File: config.mk
export PLATFORM = sky130hd
export DESIGN_NAME = autopoll_sched
export DESIGN_NICKNAME = d
export VERILOG_FILES = /design/src/rtl/autopoll_pkg.sv /design/src/rtl/ap_period_timer.sv /design/src/rtl/ap_poll_ctrl.sv /design/src/rtl/ap_pkt_builder.sv /design/src/rtl/autopoll_sched.sv
export SDC_FILE = /design/constraint.sdc
export NUM_CORES = 1
export LEC_CHECK = 0
export BUFFER_PORTS_ARGS = -buffer_cell sky130_fd_sc_hd__buf_4
export CAP_MARGIN = 20
export CORE_AREA = 2 2 93 95
export CTS_CLUSTER_SIZE = 28
export DETAILED_ROUTE_END_ITERATION = 10
export DIE_AREA = 0 0 95 97
export GPL_TIMING_DRIVEN = 0
export MAX_ROUTING_LAYER = met4
export PLACE_DENSITY = 0.89
export RECOVER_POWER = 50
export SYNTH_ARGS = -nofsm -noshare
export SYNTH_HDL_FRONTEND = slang
export SYNTH_SLANG_ARGS = --single-unit
File: constraint.sdc
create_clock -name clk -period 1.78 [get_ports clk]
set_input_delay 0.089 -clock clk [delete_from_list [all_inputs] [get_ports clk]]
set_output_delay 0.089 -clock clk [all_outputs]
set_load 0.01 [all_outputs]
File: src/rtl/autopoll_pkg.sv
package autopoll_pkg;
   localparam logic [7:0] HDR_KIND   = 8'h00;
   localparam logic [7:0] HDR_POLLED = 8'h40;
   localparam int         HDR_BYTES  = 2;
endpackage

File: src/rtl/ap_period_timer.sv
module ap_period_timer #(
   parameter int RATE_W   = 8,
   parameter int DEF_RATE = 20
) (
   input  logic              clk,
   input  logic              rst_n,
   input  logic              en_wr_i,
   input  logic              en_val_i,
   input  logic              rate_wr_i,
   input  logic [RATE_W-1:0] rate_val_i,
   input  logic              tick_i,
   output logic              expire_o
);
   localparam logic [RATE_W-1:0] ONE = RATE_W'(1);

   logic              en_q, en_next, turn_on, restart;
   logic [RATE_W-1:0] per_q, next_per, cnt_q;

   always_comb begin
      en_next  = en_wr_i ? en_val_i : en_q;
      turn_on  = en_wr_i & en_val_i & ~en_q;
      restart  = en_next & (turn_on | rate_wr_i);
      next_per = rate_wr_i ? rate_val_i : per_q;
      expire_o = en_q & en_next & ~restart & tick_i & (cnt_q == ONE);
   end

   always_ff @(posedge clk) begin
      if (!rst_n) begin
         en_q  <= 1'b0;
         per_q <= RATE_W'(DEF_RATE);
         cnt_q <= '0;
      end else begin
         en_q  <= en_next;
         per_q <= next_per;
         if (!en_next)
            cnt_q <= '0;
         else if (restart)
            cnt_q <= next_per;
         else if (tick_i)
            cnt_q <= (cnt_q == ONE) ? per_q : cnt_q - ONE;
      end
   end

   // dispatcher contract: zero rate never written
   rate_nonzero_chk: assert property (@(posedge clk) disable iff (!rst_n)
      rate_wr_i |-> rate_val_i != '0);

   armed_count_chk: assert property (@(posedge clk) disable iff (!rst_n)
      en_q |-> cnt_q != '0);

   rate_restart_chk: assert property (@(posedge clk) disable iff (!rst_n)
      (rate_wr_i && en_next) |=> cnt_q == $past(rate_val_i));
endmodule

File: src/rtl/ap_poll_ctrl.sv
module ap_poll_ctrl (
   input  logic clk,
   input  logic rst_n,
   input  logic expire_i,
   input  logic pkt_busy_i,
   input  logic rsp_i,
   output logic poll_req_o,
   output logic rsp_take_o,
   output logic wait_o
);
   logic req_q, wait_q, launch;

   always_comb begin
      launch     = expire_i & ~pkt_busy_i & ~wait_q;
      rsp_take_o = wait_q & rsp_i;
      poll_req_o = req_q;
      wait_o     = wait_q;
   end

   always_ff @(posedge clk) begin
      if (!rst_n) begin
         req_q  <= 1'b0;
         wait_q <= 1'b0;
      end else begin
         req_q <= launch;
         if (launch)
            wait_q <= 1'b1;
         else if (rsp_take_o)
            wait_q <= 1'b0;
      end
   end


   req_pulse_chk: assert property (@(posedge clk) disable iff (!rst_n)
      poll_req_o |=> !poll_req_o);

   busy_no_req_chk: assert property (@(posedge clk) disable iff (!rst_n)
      pkt_busy_i |=> !poll_req_o);
endmodule

File: src/rtl/ap_pkt_builder.sv
module ap_pkt_builder
   import autopoll_pkg::*;
#(
   parameter int MAX_BYTES = 8,
   parameter int LEN_W     = 4,
   parameter int PLEN_W    = 4
) (
   input  logic                          clk,
   input  logic                          rst_n,
   input  logic                          take_i,
   input  logic [LEN_W-1:0]              len_i,
   input  logic [8*MAX_BYTES-1:0]        data_i,
   input  logic                          ready_i,
   output logic                          valid_o,
   output logic [PLEN_W-1:0]             len_o,
   output logic [8*(MAX_BYTES+HDR_BYTES)-1:0] data_o
);
   logic load;
   assign load = take_i & (len_i != '0);

   always_ff @(posedge clk) begin
      if (!rst_n) begin
         valid_o <= 1'b0;
         len_o   <= '0;
         data_o[8*HDR_BYTES-1:0] <= '0;
      end else if (load) begin
         valid_o <= 1'b1;
         len_o   <= PLEN_W'(len_i) + PLEN_W'(HDR_BYTES);
         data_o[7:0]  <= HDR_KIND;
         data_o[15:8] <= HDR_POLLED;
      end else if (valid_o && ready_i) begin
         valid_o <= 1'b0;
      end
   end

   for (genvar j = 0; j < MAX_BYTES; j++) begin : g_byte
      always_ff @(posedge clk) begin
         if (!rst_n)
            data_o[8*(j+HDR_BYTES) +: 8] <= '0;
         else if (load)
            data_o[8*(j+HDR_BYTES) +: 8] <= (j < int'(len_i)) ? data_i[8*j +: 8] : 8'h00;
      end
   end

   // device contract: reply fits the buffer
   len_fit_chk: assert property (@(posedge clk) disable iff (!rst_n)
      take_i |-> int'(len_i) <= MAX_BYTES);

   pkt_hold_chk: assert property (@(posedge clk) disable iff (!rst_n)
      (valid_o && !ready_i) |=> valid_o && $stable(len_o) && $stable(data_o));

   empty_reply_chk: assert property (@(posedge clk) disable iff (!rst_n)
      (take_i && len_i == '0 && !valid_o) |=> !valid_o);
endmodule

File: src/rtl/autopoll_sched.sv
module autopoll_sched
   import autopoll_pkg::*;
#(
   parameter int RATE_W    = 8,
   parameter int DEF_RATE  = 20,
   parameter int MAX_BYTES = 8,
   localparam int LEN_W    = $clog2(MAX_BYTES + 1),
   localparam int PLEN_W   = $clog2(MAX_BYTES + HDR_BYTES + 1)
) (
   input  logic                                   clk,
   input  logic                                   rst_n,
   input  logic                                   en_wr_i,
   input  logic                                   en_val_i,
   input  logic                                   rate_wr_i,
   input  logic [RATE_W-1:0]                      rate_val_i,
   input  logic                                   ms_tick_i,
   output logic                                   poll_req_o,
   input  logic                                   poll_rsp_i,
   input  logic [LEN_W-1:0]                       poll_len_i,
   input  logic [8*MAX_BYTES-1:0]                 poll_data_i,
   output logic                                   pkt_valid_o,
   input  logic                                   pkt_ready_i,
   output logic [PLEN_W-1:0]                      pkt_len_o,
   output logic [8*(MAX_BYTES+HDR_BYTES)-1:0]     pkt_data_o
);
   if (RATE_W < 2 || RATE_W > 16) begin : g_bad_rate_w
      $error("RATE_W out of range");
   end
   if (DEF_RATE < 1 || DEF_RATE >= (1 << RATE_W)) begin : g_bad_def
      $error("DEF_RATE must be nonzero and fit RATE_W");
   end
   if (MAX_BYTES < 1 || MAX_BYTES > 64) begin : g_bad_max
      $error("MAX_BYTES out of range");
   end

   logic expire, rsp_take, waiting, busy;

   assign busy = pkt_valid_o;

   ap_period_timer #(.RATE_W(RATE_W), .DEF_RATE(DEF_RATE)) u_timer (
      .clk(clk), .rst_n(rst_n),
      .en_wr_i(en_wr_i), .en_val_i(en_val_i),
      .rate_wr_i(rate_wr_i), .rate_val_i(rate_val_i),
      .tick_i(ms_tick_i), .expire_o(expire)
   );

   ap_poll_ctrl u_ctrl (
      .clk(clk), .rst_n(rst_n),
      .expire_i(expire), .pkt_busy_i(busy), .rsp_i(poll_rsp_i),
      .poll_req_o(poll_req_o), .rsp_take_o(rsp_take), .wait_o(waiting)
   );

   ap_pkt_builder #(.MAX_BYTES(MAX_BYTES), .LEN_W(LEN_W), .PLEN_W(PLEN_W)) u_pkt (
      .clk(clk), .rst_n(rst_n),
      .take_i(rsp_take), .len_i(poll_len_i), .data_i(poll_data_i),
      .ready_i(pkt_ready_i),
      .valid_o(pkt_valid_o), .len_o(pkt_len_o), .data_o(pkt_data_o)
   );


   one_outstanding_chk: assert property (@(posedge clk) disable iff (!rst_n)
      waiting |-> !pkt_valid_o);
endmodule

Word-level counts from Yosys, hierarchy flattened
Cells that the tools add are included. Widths: inputs -> output; s select.

Muxes and demuxes: 17. Reductions and logical operators: 6. Bitwise gates (word level): 16. Add/subtract/negate cells: 2. Equality and inequality tests: 1. Magnitude comparators: 8.

Operators by type and width (number): $mux 8 (12); $lt 3x4->1 const A (4); $and 1x1->1 (11); $eq 8x1->1 const B (1); $lt 1x4->1 const A (2); $lt 2x4->1 const A (2); $sub 8x1->8 const B (1); $reduce_bool 2->1 (3); $mux 1 (5); $add 4x2->4 const B (1); $not 1->1 (4); $reduce_bool 4->1 (1); $reduce_and 2->1 (1); $logic_and 1x1->1 (1); $or 1x1->1 (1).

Register bits after elaboration: 89. Input bits: 84. Logic and storage cells: 66.

Depth between registers and ports, before layout
Gate-level depths: netlist (run 1).

Depth in word-level cells: 11. Gate-level depth with buffers: 6. Depth with buffers taken out: 6.

Modules after synthesis
Synthesis (run 1) repeated with hierarchy kept, for this count alone.

Cell total of the unflattened synthesis: 379. Area, all modules: 3747.3 sq um.

By module, submodules not included: ap_pkt_builder (area an instance 2670.1 sq um, cells each 268, sequential area each 1401.3 sq um, instances 1); ap_period_timer (area an instance 1001.0 sq um, cells each 105, sequential area each 340.3 sq um, instances 1); ap_poll_ctrl (area an instance 76.3 sq um, cells each 6, sequential area each 40.0 sq um, instances 1).

Least setup slack after synthesis (run 1)
Ideal clock, no wire load.

Path kind: register -> register. Start: register u_timer.cnt_q[1]. End: register u_timer.cnt_q[1]. Stages on the path, launching flop included: 7. Buffers on the path: 0. Clock period less this slack: 1.556 ns. Data required time: 1.692 ns. Arrival time: 1.468 ns. Path slack: 0.224 ns. Path through: dfxtp_1 > inv_1 > ha_1 > nor3b_1 > nand2_4 > and2_1 > o32ai_2.

Word-level cells in the longest chain between the ends: 4. Elaborated cells on any way between the ends: 5.

Ends and longest elaborated chain: start, declared (line ap_period_timer.sv:17) `logic [RATE_W-1:0] per_q, next_per, cnt_q;`; start signal, assigned (line ap_period_timer.sv:38) `cnt_q <= next_per;`; start signal, assigned (line ap_period_timer.sv:40) `cnt_q <= (cnt_q == ONE) ? per_q : cnt_q - ONE;`; $sub 8x1->8 / $eq 8x1->1 (equally long branches) (line ap_period_timer.sv:40); $mux 8 (*) (line ap_period_timer.sv:40); $mux 8 (*) (line ap_period_timer.sv:39) `else if (tick_i)`; $mux 8 (*) (line ap_period_timer.sv:37) `else if (restart)`.

Every way passes the cells marked *; elsewhere a longest branch is shown, timed or not. The select of a mux whose other input is x is not followed. A chain may end at the register's enable or synchronous reset.

Worst setup path after layout (run 1)
Same ends and word-level chain as after synthesis.

==> impl_results.md, run 1 <==
* Cell count after synthesis at 394
* Internal Power at 0.00313 W
* Root Buffer: clkbuf_8
* CP Launch Type: flip-flop
* Overall Global Routing Usage at 24.6%
* Fin. max-slew vios at 0
* Yosys warns at 0
* Area Growth Syn to Fin at 44.9%
* Postcts setup bufs at 0
* H-tree depth at 3
* Logic pwr share at 12.0%
* Final #Nets at 698
* Seq/Total Area, Yosys at 47.5%
* Final worst slack at 0.147 ns
* Vias at 3,652
* Initial DRC Count at 129
* Via-per-instance ratio at 5.07
* Synth top area cells: dfxtp_1, a21oi_1, nand3b_1
* Die Y at 97 um
* Most common cell in the synthesized netlist: dfxtp_1
* Worst-path fanout max at 7
* Flop pwr share at 50.0%
* Reg-to-reg startpoint: u_timer.cnt_q[1]$_SDFFE_PN0P_
* Port Buffers at 152
* Design Area, Final at 5440 um^2
* Max Clock Skew at 0.0118 ns
* First-pass GRT wire length at 17,400 um
* Fmax achieved at 0.613 GHz
* Starting Density at 46.1%
* Initial antenna violation count at 0
* Clock power share at 38.0%
* Top delay family on crit path: simple AND/OR/NAND/NOR gates
* Routed Antenna Nets at 0
* Max Buffers Root-to-Sink at 2
* WP data arrival at 1.90 ns
* Post-place setup slack at 0.0524 ns
* Die W at 95 um
* Overflow after GRT at 0
* Leak Pwr at 2.21 nW
* Max cap viols at 0
* Async set-reset flop share out of synthesis at 0%
* Fillers at 710
* Final hold vios at 0
* Non-filler cells, final at 721
* Primary FF master, synth: dfxtp_1
* Area leader, netlist: dfxtp_1
* TNS Setup at 0 ns
* Core area at 8130 um^2
* Fin util at 66.8%
* Register bit total from synthesis at 89
* Row count at 33
* P_sw at 0.000921 W
* HP Start: poll_data_i[56]
* Max stage delay on crit path at 0.36 ns
* Crit-path cells: inv_1 > ha_1 > nor3b_2 > nand2_4 > and2_1 > o32ai_2
* Register area at 1780 um^2
* Largest net degree at the start of global routing at 15
* Slew margin rel. at 62.1%
* Total number of clock tree sinks at 89
* I/O pins at 170
* Worst hold path class: in -> reg
* Full die area at 9220 um^2
* Fraction of layout cells with a size suffix above 1 at 24.5%
* Fin crit period at 1.63 ns
* Crit Path Class: reg -> reg
* Power Dens Cells at 745 nW/um^2
* Clock Pin Slew Worst Setup and Hold Paths at 0.09 ns
* TritonCTS clock tree: built
* Drt drc at 0
* Netlist cell types at 51
* Status: finished clean
* Cell at the slowest stage of the critical path: dfxtp_1
* WP buf/inv at 1
* CP Data Required Time at 2.05 ns
* HPWL after DPL at 7700 um
* Crit. Startpoint: u_timer.cnt_q[1]$_SDFFE_PN0P_
* Peak supply drop at 0.000540 V
* Worst-Skew Late Latency at 0.36 ns
* Top cell type's share of synthesized area at 47.5%
* Avg Synthesized Cell Area at 9.52 um^2
* Final worst path period share at 91.7%
* Multi-input gate area at 1760 um^2
* Sw Share at 22.7%
* Number of synthesized flops with an enable pin at 0
* Worst setup EP type: flip-flop
* WL/cell at 15.5 um
* Final setup violation count at 0
* Vias in the first global route at 3,675
* Placed insts at 665
* Placed cell areas at 5070 um^2
* Slew @ Worst Pin at 0.569 ns
* Final Wtd Congestion at 0.808
* Synth Cell Area at 3750 um^2
* Final wirelength at 11,200 um
* Initial DRT Pass Iterations at 4
* Unrepaired setup endpoints after global routing: no
* Num CTS Buffers at 9
* Inserted Diodes at 0
* Most frequent cells after synthesis: dfxtp_1, nand2_1, a21oi_1
## power groups by stage
stage,clock network [W],logic [W],registers (W)
finish,0.00154,0.000486,0.00203
global route,0.00166,0.000525,0.00203
CTS,0.00157,0.000475,0.00203
detailed placement,0,0.000404,0.00207
global placement,0,0.000395,0.00207
floorplan,0,0.000214,0.00207
## tightest hold or removal path, delay by kind of cell
family / cells / cell delay [ns]
compound gates: 1 / 0.06
buf+inv: 1 / 0.08
simple gates: 1 / 0.09
## cells by family after synthesis
family | synth area share [%]
mux | 6.47
fa+ha+maj | 1.00
flops | 47.5
compound gates | 15.6
other cells | 0.100
simple gates | 21.3
buf+inv | 7.07
xor+xnor | 0.934
## path summary, 6_finish.rpt
| check | to | slack (ns) | cells after the start |
|---|---|---|---|
| max reg2reg | u_timer.cnt_q[1]$_SDFFE_PN0P_ | 0.15 | 6 |
| max | u_timer.cnt_q[1]$_SDFFE_PN0P_ | 0.15 | 6 |
| min | u_pkt.data_o[72]$_SDFFE_PN0P_ | 0.008 | 3 |
| min reg2reg | u_pkt.data_o[37]$_SDFFE_PN0P_ | 0.46 | 2 |
## area by class of cell
cell class / instances / share of cell area, %
Timing Repair Buffer: 192 / 23.5
Sequential cell: 89 / 32.8
Buffer: 37 / 4.53
Clock inverter: 4 / 1.40
Clock buffer: 12 / 2.67
Tap cell: 105 / 2.42
Inverter: 5 / 0.345
Multi-Input combinational cell: 277 / 32.4
## timing repair
item / CTS / global route
gates resized for setup: 0 / 1
hold endpoints to repair: 39 / 1
setup endpoints to repair: 0 / 5
hold buffers: 39 / 1
## registers in the layout, indices dropped and copies added (netlist names)
register           cells
u_pkt.data_o          65
u_timer.cnt_q          8
u_timer.per_q          8
u_pkt.len_o            4
u_ctrl.poll_req_o      1
u_ctrl.wait_o          1
u_pkt.valid_o          1
u_timer.en_q           1
## cell usage in the layout (no fill, tap or decap), drive strengths merged, types with 15 or more instances in the layout
cell / instances
a21oi: 38
nand3b: 24
dfxtp: 89
nor2: 33
a22o: 15
nand2: 49
buf: 111
dlygate4sd3: 40
a22oi: 16
conb: 15
clkbuf: 90
## stage by stage
| stage | power, W | hold WS [ns] |
|---|---|---|
| detailed placement | 0.00248 | 0.305 |
| CTS | 0.00407 | 0.000157 |
| finish | 0.00405 | 0.00771 |
| floorplan | 0.00228 | 0.203 |
| global route | 0.00421 | 0.0120 |
| global placement | 0.00247 | 0.301 |
## metal layers
| metal | part of all wire (%) | vias up | global-route usage [%] |
|---|---|---|---|
| li1 | - | 1781 | - |
| met1 | 41 | 1725 | 27.7 |
| met2 | 52 | 124 | 42.9 |
| met3 | 4.8 | 22 | 3.35 |
| met4 | 2.0 | 0 | 10.5 |
| met5 | 0 | - | - |
(Power assumes the default switching activity.)
==> run 2: changes to the inputs <==
GPL_TIMING_DRIVEN = default   (was 0)
PLACE_DENSITY = 0.78   (was 0.89)
==> run 2 against run 1 <==
Combinational power fell by 2%. Die area unchanged. Worst hold slack got worse by 0.00080 ns. Clock-buffer cell count shrank 3. Global-route usage shrank 0.25 points. Sequential power barely moved. Sequential share of layout area increased by 0.26 points. Register-to-register slack lost 0.07 ns. Utilization decreased by 0.52 points. Clock power hardly changed. Setup slack worse by 0.070 ns. Total power hardly changed.
==> impl_results.md, run 2 (synthesis gave the netlist of run 1 again) <==
* Fmax achieved at 0.587 GHz
* Initial DRT Pass Iterations at 4
* CP Data Required Time at 2.01 ns
* Max Clock Skew at 0.00752 ns
* TNS Setup at 0 ns
* Slew @ Worst Pin at 0.710 ns
* Vias at 3,551
* Crit path to: u_timer.cnt_q[5]$_SDFFE_PN0P_
* Final wirelength at 10,700 um
* Overall Global Routing Usage at 24.3%
* Logic pwr share at 11.8%
* Inserted Diodes at 0
* Most frequent cells in the layout: buf_4, dfxtp_1, clkbuf_1, dlygate4sd3_1, nand2_1
* Power Dens Cells at 751 nW/um^2
* First-pass GRT wire length at 17,300 um
* Final worst path period share at 95.6%
* Final setup violation count at 0
* Peak supply drop at 0.000414 V
* Num CTS Buffers at 9
* Fraction of layout cells with a size suffix above 1 at 22.5%
* WP data arrival at 1.94 ns
* Sw Share at 23.6%
* R2R cell count at 7
* Core area at 8130 um^2
* WP buf/inv at 2
* Starting Density at 46.1%
* Fin. max-slew vios at 0
* Die Y at 97 um
* Row count at 33
* Worst-Skew Late Latency at 0.35 ns
* Commonest non-fill, non-tap cell in the layout: buf_4
* Overflow after GRT at 0
* Area Growth Syn to Fin at 43.8%
* Most flops, register: u_pkt.data_o
* Root Buffer: clkbuf_8
* HPWL after DPL at 7230 um
* Worst-path fanout max at 5
* Max cap viols at 0
* Unrepaired setup endpoints after global routing: no
* Initial DRC Count at 124
* H-tree depth at 3
* Status: finished clean
* Fillers at 701
* Max reg flops at 65
* Leak Pwr at 2.15 nW
* Crit-path cells: inv_1 > ha_1 > nor3b_1 > buf_4 > nand2b_1 > a31oi_1 > o32ai_1
* Top delay family on crit path: compound AO/OA/AOI/OAI gates
* Flop pwr share at 50.0%
* Drt drc at 0
* Initial antenna violation count at 0
* Top flop regs: u_pkt.data_o x65, u_timer.cnt_q x8, u_timer.per_q x8
* TritonCTS clock tree: built
* Slew margin rel. at 52.6%
* Max Buffers Root-to-Sink at 2
* Reg-to-reg slack, setup at 0.08 ns
* Design Area, Final at 5390 um^2
* Cell at the slowest stage of the critical path: dfxtp_1
* Clock Pin Slew Worst Setup and Hold Paths at 0.09 ns
* Total number of clock tree sinks at 89
* Internal Power at 0.00310 W
* Via-per-instance ratio at 5.03
* Crit path depth at 7
* Final Wtd Congestion at 0.806
* Die W at 95 um
* Postcts setup bufs at 0
* Full die area at 9220 um^2
* Port Buffers at 154
* Crit. Startpoint: u_timer.cnt_q[1]$_SDFFE_PN0P_
* Largest net degree at the start of global routing at 39
* Reg-to-reg startpoint: u_timer.cnt_q[1]$_SDFFE_PN0P_
* RR Endpoint: u_timer.cnt_q[5]$_SDFFE_PN0P_
* Worst hold path class: in -> reg
* Final #Nets at 683
* Final hold vios at 0
* Placed cell areas at 4940 um^2
* HP Start: poll_data_i[30]
* CP Launch Type: flip-flop
* WL/cell at 15.1 um
* Fin crit period at 1.70 ns
* Crit Path Class: reg -> reg
* Max stage delay on crit path at 0.40 ns
* P_sw at 0.000957 W
* I/O pins at 170
* Worst setup EP type: flip-flop
* Vias in the first global route at 3,581
* Routed Antenna Nets at 0
* Clock power share at 38.2%
## run 2: changes by cell type in the layout (fill, tap and decap cells not counted), moves of 2 or more
cell / previous run / this run
buf_4: 102 / 91
dlygate4sd3_1: 40 / 50
clkbuf_1: 80 / 71
buf_2: 5 / 0
and2_0: 0 / 3
and2_1: 7 / 4
buf_6: 3 / 0
inv_6: 0 / 2
## run 2: layout make-up
type	count	area [um^2]	share of cell area, %
sequential	89	1780	33.0
inverter	5	18.8	0.348
clock buffer	9	124	2.30
multi-input combinational	277	1760	32.6
timing repair buffer	214	1480	27.4
clock inverter	7	101	1.88
tap	105	131	2.44
## run 2: per-layer routing
metal  global-route usage [%]  part of all wire, %  vias up
li1                         -                    -     1748
met1                     28.4                   42     1643
met2                     41.2                   50      141
met3                     4.75                  6.2       19
met4                     8.81                  1.7        0
met5                        -                    0        -
## run 2: metrics by stage
step | instances | power (W) | util [%] | worst slack, ns | hold slack (ns)
3_3_place_gp | 640 | 0.00245 | 60.7 | 0.263 | 0.298
2_1_floorplan | 408 | 0.00228 | - | 0.224 | 0.203
5_1_grt | 706 | 0.00421 | 66.3 | 0.00596 | 0.0133
3_5_place_dp | 640 | 0.00246 | 60.7 | 0.177 | 0.304
6_report | 706 | 0.00405 | 66.3 | 0.0775 | 0.00691
4_1_cts | 706 | 0.00409 | 69.6 | 0.0932 | 0.000346
## run 2: worst min-delay path by stage
stage / endpoint / slack [ns] / depth (start not counted)
floorplan: u_pkt.len_o[1]$_SDFFE_PN0P_ / 0.20 / 1
CTS: u_pkt.data_o[56]$_SDFFE_PN0P_ / 0.0003 / 3
global placement: u_pkt.data_o[52]$_SDFFE_PN0P_ / 0.30 / 2
global route: u_pkt.data_o[31]$_SDFFE_PN0P_ / 0.01 / 3
detailed placement: u_pkt.data_o[50]$_SDFFE_PN0P_ / 0.30 / 2
finish: u_pkt.data_o[46]$_SDFFE_PN0P_ / 0.007 / 3
## run 2: repair_timing
| action | CTS | global route |
|---|---|---|
| gates resized for setup | 0 | 0 |
| endpoints found under the hold margin | 49 | 0 |
| hold buffers | 50 | 0 |
| endpoints found under the setup margin | 0 | 0 |
## run 2: worst reg2reg max path: stages (launching register included)
cell      delay (ns)
dfxtp_1         0.40
inv_1           0.11
ha_1            0.24
nor3b_1         0.15
buf_4           0.15
nand2b_1        0.07
a31oi_1         0.10
o32ai_1         0.37
## run 2: power groups by stage
stage / logic [W] / clock network, W / registers (W)
floorplan: 0.000214 / 0 / 0.00207
global placement: 0.000378 / 0 / 0.00207
detailed placement: 0.000385 / 0 / 0.00207
CTS: 0.000474 / 0.00159 / 0.00203
global route: 0.000520 / 0.00166 / 0.00203
finish: 0.000477 / 0.00155 / 0.00203
